## config.mk

```make
export PLATFORM = sky130hd
export DESIGN_NAME = xlat_buf
export DESIGN_NICKNAME = d
export VERILOG_FILES = /design/src/rtl/xlat_pkg.sv /design/src/rtl/xlat_match.sv /design/src/rtl/xlat_victim.sv /design/src/rtl/xlat_buf.sv
export SDC_FILE = /design/constraint.sdc
export NUM_CORES = 1
export LEC_CHECK = 0
export CAP_MARGIN = 20
export CORE_MARGIN = 8
export CORE_UTILIZATION = 45
export DETAILED_ROUTE_END_ITERATION = 10
export PLACE_DENSITY = 0.65
export SLEW_MARGIN = 20
export SYNTH_ARGS = -nofsm -noshare
export SYNTH_HDL_FRONTEND = slang
export SYNTH_SLANG_ARGS = --single-unit
```

## constraint.sdc

```tcl
create_clock -name clk -period 3.05 [get_ports clk]
set_clock_uncertainty 0.2 [all_clocks]
set_input_delay 0.4575 -clock clk [delete_from_list [all_inputs] [get_ports clk]]
set_output_delay 0.4575 -clock clk [all_outputs]
set_load 0.02 [all_outputs]
```

## src/rtl/xlat_pkg.sv

```systemverilog
package xlat_pkg;

  // Per-entry status bits
  typedef struct packed {
    logic valid;
    logic wr;
    logic ref_b;
    logic mod_b;
  } stat_t;

  // Outcome of one lookup
  typedef enum logic [1:0] {
    RES_NONE  = 2'd0,
    RES_HIT   = 2'd1,
    RES_MISS  = 2'd2,
    RES_FAULT = 2'd3
  } res_e;

endpackage

```

## src/rtl/xlat_match.sv

```systemverilog
module xlat_match #(
  parameter int ENTRIES = 8,
  parameter int PID_W   = 8,
  parameter int VPN_W   = 20
) (
  input  logic [ENTRIES-1:0]            valid_vec,
  input  logic [ENTRIES-1:0][PID_W-1:0] pid_arr,
  input  logic [ENTRIES-1:0][VPN_W-1:0] vpn_arr,
  input  logic [PID_W-1:0]              key_pid,
  input  logic [VPN_W-1:0]              key_vpn,
  output logic [ENTRIES-1:0]            hit_vec
);

  for (genvar i = 0; i < ENTRIES; i++) begin : g_cmp
    assign hit_vec[i] = valid_vec[i] && (pid_arr[i] == key_pid) && (vpn_arr[i] == key_vpn);
  end

endmodule

```

## src/rtl/xlat_victim.sv

```systemverilog
module xlat_victim #(
  parameter int ENTRIES = 8,
  parameter int IDX_W   = $clog2(ENTRIES)
) (
  input  logic [ENTRIES-1:0] valid_vec,
  input  logic [IDX_W-1:0]   rr_ptr,
  output logic [IDX_W-1:0]   vic_idx,
  output logic               all_full
);

  logic [IDX_W-1:0] free_idx;

  always_comb begin
    free_idx = '0;
    for (int i = ENTRIES - 1; i >= 0; i--) begin
      if (!valid_vec[i]) free_idx = IDX_W'(i);
    end
  end

  assign all_full = &valid_vec;
  assign vic_idx  = all_full ? rr_ptr : free_idx;

endmodule

```

## src/rtl/xlat_buf.sv

```systemverilog
module xlat_buf #(
  parameter int VA_W    = 32,
  parameter int OFF_W   = 12,
  parameter int PFN_W   = 14,
  parameter int PID_W   = 8,
  parameter int ENTRIES = 8,
  parameter int VPN_W   = VA_W - OFF_W
) (
  input  logic                   clk,
  input  logic                   rst_n,
  input  logic                   lk_req,
  input  logic [PID_W-1:0]       lk_pid,
  input  logic [VA_W-1:0]        lk_vaddr,
  input  logic                   lk_write,
  input  logic                   fill_en,
  input  logic [PID_W-1:0]       fill_pid,
  input  logic [VPN_W-1:0]       fill_vpn,
  input  logic [PFN_W-1:0]       fill_pfn,
  input  logic                   fill_wr,
  input  logic                   flush_all,
  input  logic                   flush_pid_en,
  input  logic [PID_W-1:0]       flush_pid,
  output logic                   rs_valid,
  output logic                   rs_hit,
  output logic                   rs_miss,
  output logic                   rs_fault,
  output logic [PFN_W+OFF_W-1:0] rs_paddr,
  output logic                   rs_ref,
  output logic                   rs_mod
);
  import xlat_pkg::*;

  localparam int PA_W  = PFN_W + OFF_W;
  localparam int IDX_W = $clog2(ENTRIES);

  // Reset: asserted asynchronously, released on a clock edge
  logic [1:0] rst_pipe;
  logic       rst_sync_n;

  always_ff @(posedge clk or negedge rst_n) begin
    if (!rst_n) rst_pipe <= 2'b00;
    else        rst_pipe <= {rst_pipe[0], 1'b1};
  end
  assign rst_sync_n = rst_pipe[1];

  // Entry storage
  stat_t [ENTRIES-1:0]            st_q, st_d;
  logic  [ENTRIES-1:0][PID_W-1:0] pid_q;
  logic  [ENTRIES-1:0][VPN_W-1:0] vpn_q;
  logic  [ENTRIES-1:0][PFN_W-1:0] pfn_q;
  logic  [IDX_W-1:0]              ptr_q, ptr_d;

  logic [ENTRIES-1:0] valid_vec, hit_vec;
  logic [VPN_W-1:0]   lk_vpn;
  logic [OFF_W-1:0]   lk_off;
  logic               hit_any;
  logic [IDX_W-1:0]   hit_idx, vic_idx;
  logic               all_full;
  stat_t              sel_st;
  res_e               kind;

  // Result registers
  logic            rv_d, rh_d, rm_d, rf_d, rr_d, rmod_d;
  logic [PA_W-1:0] pa_d;

  assign lk_vpn = lk_vaddr[VA_W-1:OFF_W];
  assign lk_off = lk_vaddr[OFF_W-1:0];

  for (genvar i = 0; i < ENTRIES; i++) begin : g_vld
    assign valid_vec[i] = st_q[i].valid;
  end

  xlat_match #(.ENTRIES(ENTRIES), .PID_W(PID_W), .VPN_W(VPN_W)) u_match (
    .valid_vec (valid_vec),
    .pid_arr   (pid_q),
    .vpn_arr   (vpn_q),
    .key_pid   (lk_pid),
    .key_vpn   (lk_vpn),
    .hit_vec   (hit_vec)
  );

  xlat_victim #(.ENTRIES(ENTRIES), .IDX_W(IDX_W)) u_victim (
    .valid_vec (valid_vec),
    .rr_ptr    (ptr_q),
    .vic_idx   (vic_idx),
    .all_full  (all_full)
  );

  // Encode the (at most one) matching entry
  always_comb begin
    hit_idx = '0;
    for (int i = 0; i < ENTRIES; i++) begin
      if (hit_vec[i]) hit_idx = IDX_W'(i);
    end
  end

  assign hit_any = |hit_vec;
  assign sel_st  = st_q[hit_idx];

  always_comb begin
    if (!lk_req)                       kind = RES_NONE;
    else if (!hit_any)                 kind = RES_MISS;
    else if (lk_write && !sel_st.wr)   kind = RES_FAULT;
    else                               kind = RES_HIT;
  end

  // Next state of entry status and pointer: access update, then flush, then refill
  always_comb begin
    st_d  = st_q;
    ptr_d = ptr_q;
    if (kind == RES_HIT) begin
      st_d[hit_idx].ref_b = 1'b1;
      if (lk_write) st_d[hit_idx].mod_b = 1'b1;
    end
    for (int i = 0; i < ENTRIES; i++) begin
      if (flush_all || (flush_pid_en && (pid_q[i] == flush_pid))) st_d[i].valid = 1'b0;
    end
    if (fill_en) begin
      st_d[vic_idx] = '{valid: 1'b1, wr: fill_wr, ref_b: 1'b0, mod_b: 1'b0};
      if (all_full) begin
        if (ptr_q == IDX_W'(ENTRIES - 1)) ptr_d = '0;
        else                              ptr_d = ptr_q + 1'b1;
      end
    end
  end

  // Next result
  always_comb begin
    rv_d   = lk_req;
    rh_d   = (kind == RES_HIT);
    rm_d   = (kind == RES_MISS);
    rf_d   = (kind == RES_FAULT);
    pa_d   = rh_d ? {pfn_q[hit_idx], lk_off} : '0;
    rr_d   = rh_d & sel_st.ref_b;
    rmod_d = rh_d & sel_st.mod_b;
  end

  // Status and control registers
  always_ff @(posedge clk or negedge rst_sync_n) begin
    if (!rst_sync_n) begin
      st_q     <= '0;
      ptr_q    <= '0;
      rs_valid <= 1'b0;
      rs_hit   <= 1'b0;
      rs_miss  <= 1'b0;
      rs_fault <= 1'b0;
      rs_paddr <= '0;
      rs_ref   <= 1'b0;
      rs_mod   <= 1'b0;
    end else begin
      st_q     <= st_d;
      ptr_q    <= ptr_d;
      rs_valid <= rv_d;
      rs_hit   <= rh_d;
      rs_miss  <= rm_d;
      rs_fault <= rf_d;
      if (lk_req) begin
        rs_paddr <= pa_d;
        rs_ref   <= rr_d;
        rs_mod   <= rmod_d;
      end
    end
  end

  // Translation payload, loaded only on refill
  always_ff @(posedge clk) begin
    if (fill_en) begin
      pid_q[vic_idx] <= fill_pid;
      vpn_q[vic_idx] <= fill_vpn;
      pfn_q[vic_idx] <= fill_pfn;
    end
  end

endmodule

```

---- Word level (Yosys, flattened, before mapping) ----
Cells that the tools add are included.
storage, ports and cells
  bits in latches ......................... 0
  flip-flop bits (word level) ............. 405
  logic and storage cells ................. 193
  bits in writable memories ............... 0
  memories kept ........................... 0
  output and inout bits ................... 32
  ROM bits ................................ 0
  input bits .............................. 98
operators by class
  bitwise operators ....................... 2
  shift-type cells ........................ 0
  multiply operators ...................... 0
  add/subtract/negate cells ............... 1
  mux-type cells .......................... 54
  reductions and logical operators ........ 39
  magnitude comparators ................... 4
  div/mod/pow operators ................... 0
  equal/unequal tests ..................... 28
operators by type and width
  cell                                                                           number
  160-bit bitwise mux                                                            1
  20-bit == test                                                                 8
  8-bit == test                                                                  16
  112-bit bitwise mux                                                            1
  32-bit bitwise mux                                                             3
  32-bit 2-to-1 mux                                                              3
  64-bit bitwise mux                                                             1
  20-bit demux with 3-bit select                                                 1
  3-bit 2-to-1 mux                                                               17
  14-bit binary-select mux with 3-bit select                                     1
  14-bit demux with 3-bit select                                                 1
  4-bit demux with 3-bit select                                                  3
  14-bit 2-to-1 mux                                                              2
  1-bit logical AND                                                              27
  26-bit 2-to-1 mux                                                              1
  8-bit demux with 3-bit select                                                  1
  20-bit 2-to-1 mux                                                              1
  4-bit binary-select mux with 3-bit select                                      1
  1-bit 2-to-1 mux                                                               10
  9-bit AND reduction                                                            1
  1-bit logical OR                                                               8
  3-bit by 4-bit less-than comparator with 1-bit output (second input constant)  2
  2-bit 2-to-1 mux                                                               4
  8-bit 2-to-1 mux                                                               1
  10 further kinds                                                               13

---- Logic depth before layout (Yosys ltp) ----
  word-level depth ........................ 22
  depth in mapped cells ................... 13
  depth with buffers taken out ............ 9

---- Modules after synthesis ----
A second synthesis with hierarchy kept.
second synthesis, totals
  cells, all modules ...................... 1228
  area total of the unflattened synthesis .. 17519.3 µm²
modules (own cells, without submodules)
  module       area an instance (µm²)  sequential area each (µm²)  instances  cells an instance
  xlat_buf     14834.2                 11816.3                     1          881
  xlat_match   2602.5                  0.0                         1          332
  xlat_victim  82.6                    0.0                         1          15

---- Worst setup path before layout ----
OpenSTA, ideal clock, no wires.
  path kind ............................... in2reg
  start ................................... in lk_vaddr[30]
  end ..................................... reg rs_paddr[24]
  required time ........................... 2710 ps
  stages on the path ...................... 12
  library setup time ...................... 140 ps
  buffers on the path ..................... 3
  arrival ................................. 3034 ps
  setup slack ............................. -324 ps
  cells stage by stage .................... buf_2 -> xnor2_2 -> nand4_1 -> or4_4 -> or3_4 -> o211ai_1 -> and2_1 -> buf_4 -> buf_4 -> mux2_2 -> o221ai_1 -> o32ai_2
on the way
  word-level cells in the longest chain between the ends .. 18
  elaborated cells on any way between the ends .. 35
  those cells by class .................... eq/ne: 9; mux: 15; reduce/logical: 11
ends and longest elaborated chain
  item                                       line              source
  start: declaration                         xlat_buf.sv:13    input logic [VA_W-1:0] lk_vaddr,
  20-bit == test                             xlat_match.sv:15  assign hit_vec[i] = valid_vec[i] && (pid_arr[i] == key_pid) && (vpn_arr[i] == key_vpn);
  1-bit logical AND                          xlat_match.sv:15
  1-bit 2-to-1 mux                           xlat_buf.sv:93    if (hit_vec[i]) hit_idx = IDX_W'(i);
  3-bit 2-to-1 mux (6 in a row)              xlat_buf.sv:93
  4-bit binary-select mux with 3-bit select  xlat_buf.sv:98    assign sel_st = st_q[hit_idx];
  3-bit 2-to-1 mux (implied by the code)     xlat_buf.sv:98
  1-bit logical NOT                          xlat_buf.sv:103   else if (lk_write && !sel_st.wr) kind = RES_FAULT;
  1-bit logical AND                          xlat_buf.sv:103
  2-bit 2-to-1 mux                           xlat_buf.sv:103
  2-bit 2-to-1 mux                           xlat_buf.sv:102   else if (!hit_any) kind = RES_MISS;
  2-bit 2-to-1 mux                           xlat_buf.sv:101   if (!lk_req) kind = RES_NONE;
  2-bit by 1-bit == test with 1-bit output   xlat_buf.sv:130   rh_d = (kind == RES_HIT);
  26-bit 2-to-1 mux *                        xlat_buf.sv:133   pa_d = rh_d ? {pfn_q[hit_idx], lk_off} : '0;
  end signal: assignment                     xlat_buf.sv:158   rs_paddr <= pa_d;
  end: declaration                           xlat_buf.sv:27    output logic [PFN_W+OFF_W-1:0] rs_paddr,
Every way passes the cells marked *; elsewhere a longest branch is shown, timed or not. The select of a mux whose other input is x is not followed.
A chain may end at the register's enable or synchronous reset.

---- Final worst setup path ----
  start ................................... reg pid_q[27] (netlist bit)
  end ..................................... reg rs_paddr[17]
on the way
  word-level cells in the longest chain between the ends .. 17
  elaborated cells on any way between the ends .. 20
  those cells by class .................... eq/ne: 2; mux: 13; reduce/logical: 5
ends and longest elaborated chain
  item                                       line              source
  start: declaration                         xlat_buf.sv:48    logic [ENTRIES-1:0][PID_W-1:0] pid_q;
  start signal: indexed assignment           xlat_buf.sv:168   pid_q[vic_idx] <= fill_pid;
  8-bit == test *                            xlat_match.sv:15
  1-bit logical AND * (2 in a row)           xlat_match.sv:15
  3-bit 2-to-1 mux (5 in a row)              xlat_buf.sv:93
  4-bit binary-select mux with 3-bit select  xlat_buf.sv:98
  3-bit 2-to-1 mux (implied by the code)     xlat_buf.sv:98
  1-bit logical NOT                          xlat_buf.sv:103
  1-bit logical AND                          xlat_buf.sv:103
  2-bit 2-to-1 mux                           xlat_buf.sv:103
  2-bit 2-to-1 mux                           xlat_buf.sv:102
  2-bit 2-to-1 mux                           xlat_buf.sv:101
  2-bit by 1-bit == test with 1-bit output   xlat_buf.sv:130
  26-bit 2-to-1 mux *                        xlat_buf.sv:133
Marked as above.

==> run summary <==
core area -> 40500 um^2
Leak Pwr -> 0.00941 uW
GRT overflow -> 0
Routed Antenna Nets -> 0
area of the multi-input gates -> 6320 um^2
R2R depth -> 12
Total Nets Final -> 1915
post-route insts no fill -> 2383
placed instance area -> 23000 um^2
ant diodes -> 0
register area share after synthesis -> 0.646
GRT Total Usage -> 0.250
worst slew pin tran -> 944 ps
CP Capture Point -> rs_paddr[17]$_DFFE_PN0P_
final critical-path required period -> 3700 ps
DRT Pass-1 Iters -> 6
Site Rows -> 74
max_slew headroom -> 0.371
Placer Congestion -> 0.975
Die Span Y -> 218 um
post-DP HPWL -> 42.7 mm
Critical Path Source Type -> flip-flop
most frequent cell after synthesis -> edfxtp_1
number of global-route vias before repair -> 13200
Reg clk slew, reported paths -> 60 ps
ratio of cells with drive above 1 in the final layout -> 0.322
Initial Utilization -> 0.452
RSZ-0062 raised after global routing -> true
cells after synthesis -> 1320
Die X-Extent -> 218 um
pwr dens -> 574 nW/um^2
area leader, netlist -> edfxtp_1
Final Cycle Share -> 1.21
DRC -> 0
die area -> 47300 um^2
synth cell count leaders -> edfxtp_1 (336), xnor2_1 (183), inv_1 (104)
Syn-to-layout area delta -> 37.3%
fillers -> 3098
fmax -> 270 MHz
dominant synthesized flop cell -> edfxtp_1
Worst Path Required -> 3330 ps
violated checks -> setup timing
CTS H-Tree Depth -> 2
initial antenna violation count -> 1
Routed WL -> 59.9 mm
Setup TNS Final -> -25570 ps
WL/cell -> 25.1 um
Max-Cap Viols -> 0
min-delay worst type -> reg -> reg
critical path capture point type -> flip-flop
DRT iter0 DRCs -> 1268
Placed Cells incl. Taps -> 2283
Metal-1 WL -> 27.1 mm
met2 WL post-DR -> 27.0 mm
Top Layer Used -> met5
worst r2r dst -> rs_paddr[17]$_DFFE_PN0P_
via count -> 13000
mapped cell area -> 18300 um^2
Max FO, Critical Path -> 15
# clock sinks -> 405
CTS Buf Count -> 44
clock buffer depth -> 3
Final Instance Area -> 25100 um^2
count of final hold-check violations -> 0
clk_lat worst skew -> 580 ps
final worst slack -> -653 ps
fraction of registers with async set/reset -> 0.170
Synth area leaders -> edfxtp_1 (55%), dfrtp_1 (9.4%), xnor2_1 (8.8%)
unique cell type count in the Yosys netlist -> 65
largest net degree at the start of global routing -> 68
FF+latch area -> 11800 um^2
vias per inst -> 5.46
R2R Setup Slk -> -650 ps
CTS tree -> yes
Root Buffer -> clkbuf_16
outcome -> complete, but fails checks
Synth top area share -> 0.552
worst r2r src -> pid_q[27]$_DFFE_PP_
Final setup viols -> 46
Mapped Nets -> 1420
Pwr Total -> 14400 uW
maximum VDD drop -> 390 uV
Slew Limit Fails -> 0
Crit. Startpoint -> pid_q[27]$_DFFE_PP_
Critical Path AT -> 3980 ps
Hold Worst Slack -> 155 ps
port bufs -> 129
wire length on met3 -> 4.35 mm
syn_area_per_cell -> 13.9 um^2
yosys warns -> 0
global-route wire length before repair -> 87.4 mm
Worst Path Class, Setup -> reg -> reg
number of synthesized flops with an enable pin -> 336
synthesized flop and latch total -> 405
Ports -> 130
[cells in the final DEF, fill, tap and decap left out, types with 7 or more instances in the layout]
cell,synthesis,final
clkbuf_8,0,7
nor2_1,18,15
a222oi_1,15,15
buf_4,13,346
inv_2,0,9
nand4_1,86,86
o221ai_1,15,12
o22ai_2,0,14
nor2b_1,13,13
or2_2,12,12
nand2_1,73,72
nand3_1,17,14
nor3_1,9,9
dfrtp_1,69,68
buf_12,0,20
inv_1,104,95
xnor2_1,183,161
xnor2_2,10,31
nor4_1,41,35
clkbuf_16,0,46
clkinv_1,0,7
clkbuf_1,18,13
a211oi_1,14,12
xor2_1,95,95
o21ai_0,21,12
clkdlybuf4s50_1,0,124
edfxtp_1,336,336
mux2_2,22,22
o32ai_2,2,17
[through the flow]
stage / worst slack, ps / util
final: -653 / 0.621
after global routing: -762 / 0.621
after CTS: -590 / 0.616
after detailed placement: -1290 / 0.569
after global placement: -1290 / 0.569
after floorplan: -195 / -
[report_power, final]
group	leakage (uW)	switching, uW	internal, uW
Clock	0.000694	2190	3060
Sequential	0.00399	226	6510
Combinational	0.00472	1360	1070
[timing repair]
action	CTS	global route
resized for setup	62	26
cloned	3	1
pin swaps	47	22
setup buffers	8	6
hold buffers	1	0
endpoints found under the setup margin	46	88
hold endpoints to repair	2	0
[cell type report]
| type | instances | share of cell area |
|---|---|---|
| clock buffers | 65 | 0.0506 |
| flip-flops and latches | 405 | 0.471 |
| well taps | 532 | 0.0265 |
| multi-input cells | 753 | 0.252 |
| inverters | 104 | 0.0155 |
| clock inverters | 17 | 0.00573 |
| repair buffers | 507 | 0.179 |
[cells by family (layout without fill, tap and decap cells)]
kind of cell	after synthesis	count (layout)	synth area share
adder cells (fa/ha/maj)	2	2	0.00137
multiplexers	22	22	0.0136
AND/OR/NAND/NOR	308	308	0.0956
buffers and inverters	162	693	0.0429
flip-flops	405	405	0.646
AO/OA/AOI/OAI	132	132	0.0580
other	1	1	0.000205
XOR/XNOR	288	288	0.142
[worst min-delay path by stage]
| stage | start | endpoint | slack [ps] | cells past startpoint |
|---|---|---|---|---|
| after detailed placement | rst_pipe[0]$_DFF_PN0_ | rst_pipe[1]$_DFF_PN0_ | 140 | 0 |
| after CTS | rst_pipe[0]$_DFF_PN0_ | rst_pipe[1]$_DFF_PN0_ | 160 | 0 |
| after global placement | rst_pipe[0]$_DFF_PN0_ | rst_pipe[1]$_DFF_PN0_ | 140 | 0 |
| final | rst_pipe[0]$_DFF_PN0_ | rst_pipe[1]$_DFF_PN0_ | 160 | 0 |
| after global routing | rst_pipe[0]$_DFF_PN0_ | rst_pipe[1]$_DFF_PN0_ | 160 | 0 |
| after floorplan | rst_n | rst_pipe[0]$_DFF_PN0_ | -40 | 0 |
[registers in the layout (all words and copies together), names as in the netlist]
register	flops
rst_pipe	2
pid_q	64
st_q	32
rs_mod	1
rs_ref	1
ptr_q	3
pfn_q	112
rs_valid	1
rs_hit	1
rs_fault	1
rs_miss	1
vpn_q	160
rs_paddr	26
[worst max-delay path, cell delays in order (launching register included)]
cell and delay, ps:
edfxtp_1 460, xnor2_2 320, buf_4 180, nand4_1 220, nor4_2 380, nand4_1 200, buf_4 210, a311oi_4 310
nor3b_2 100, buf_12 170, a222oi_1 370, o221ai_2 200, o32ai_4 300
[layer usage]
metal  vias to the layer above  track usage
met1                      6515        0.362
met5                         -            0
met2                       542        0.387
met4                         2       0.0728
li1                       5873            -
met3                        84       0.0393
(Power assumes the default switching activity.)
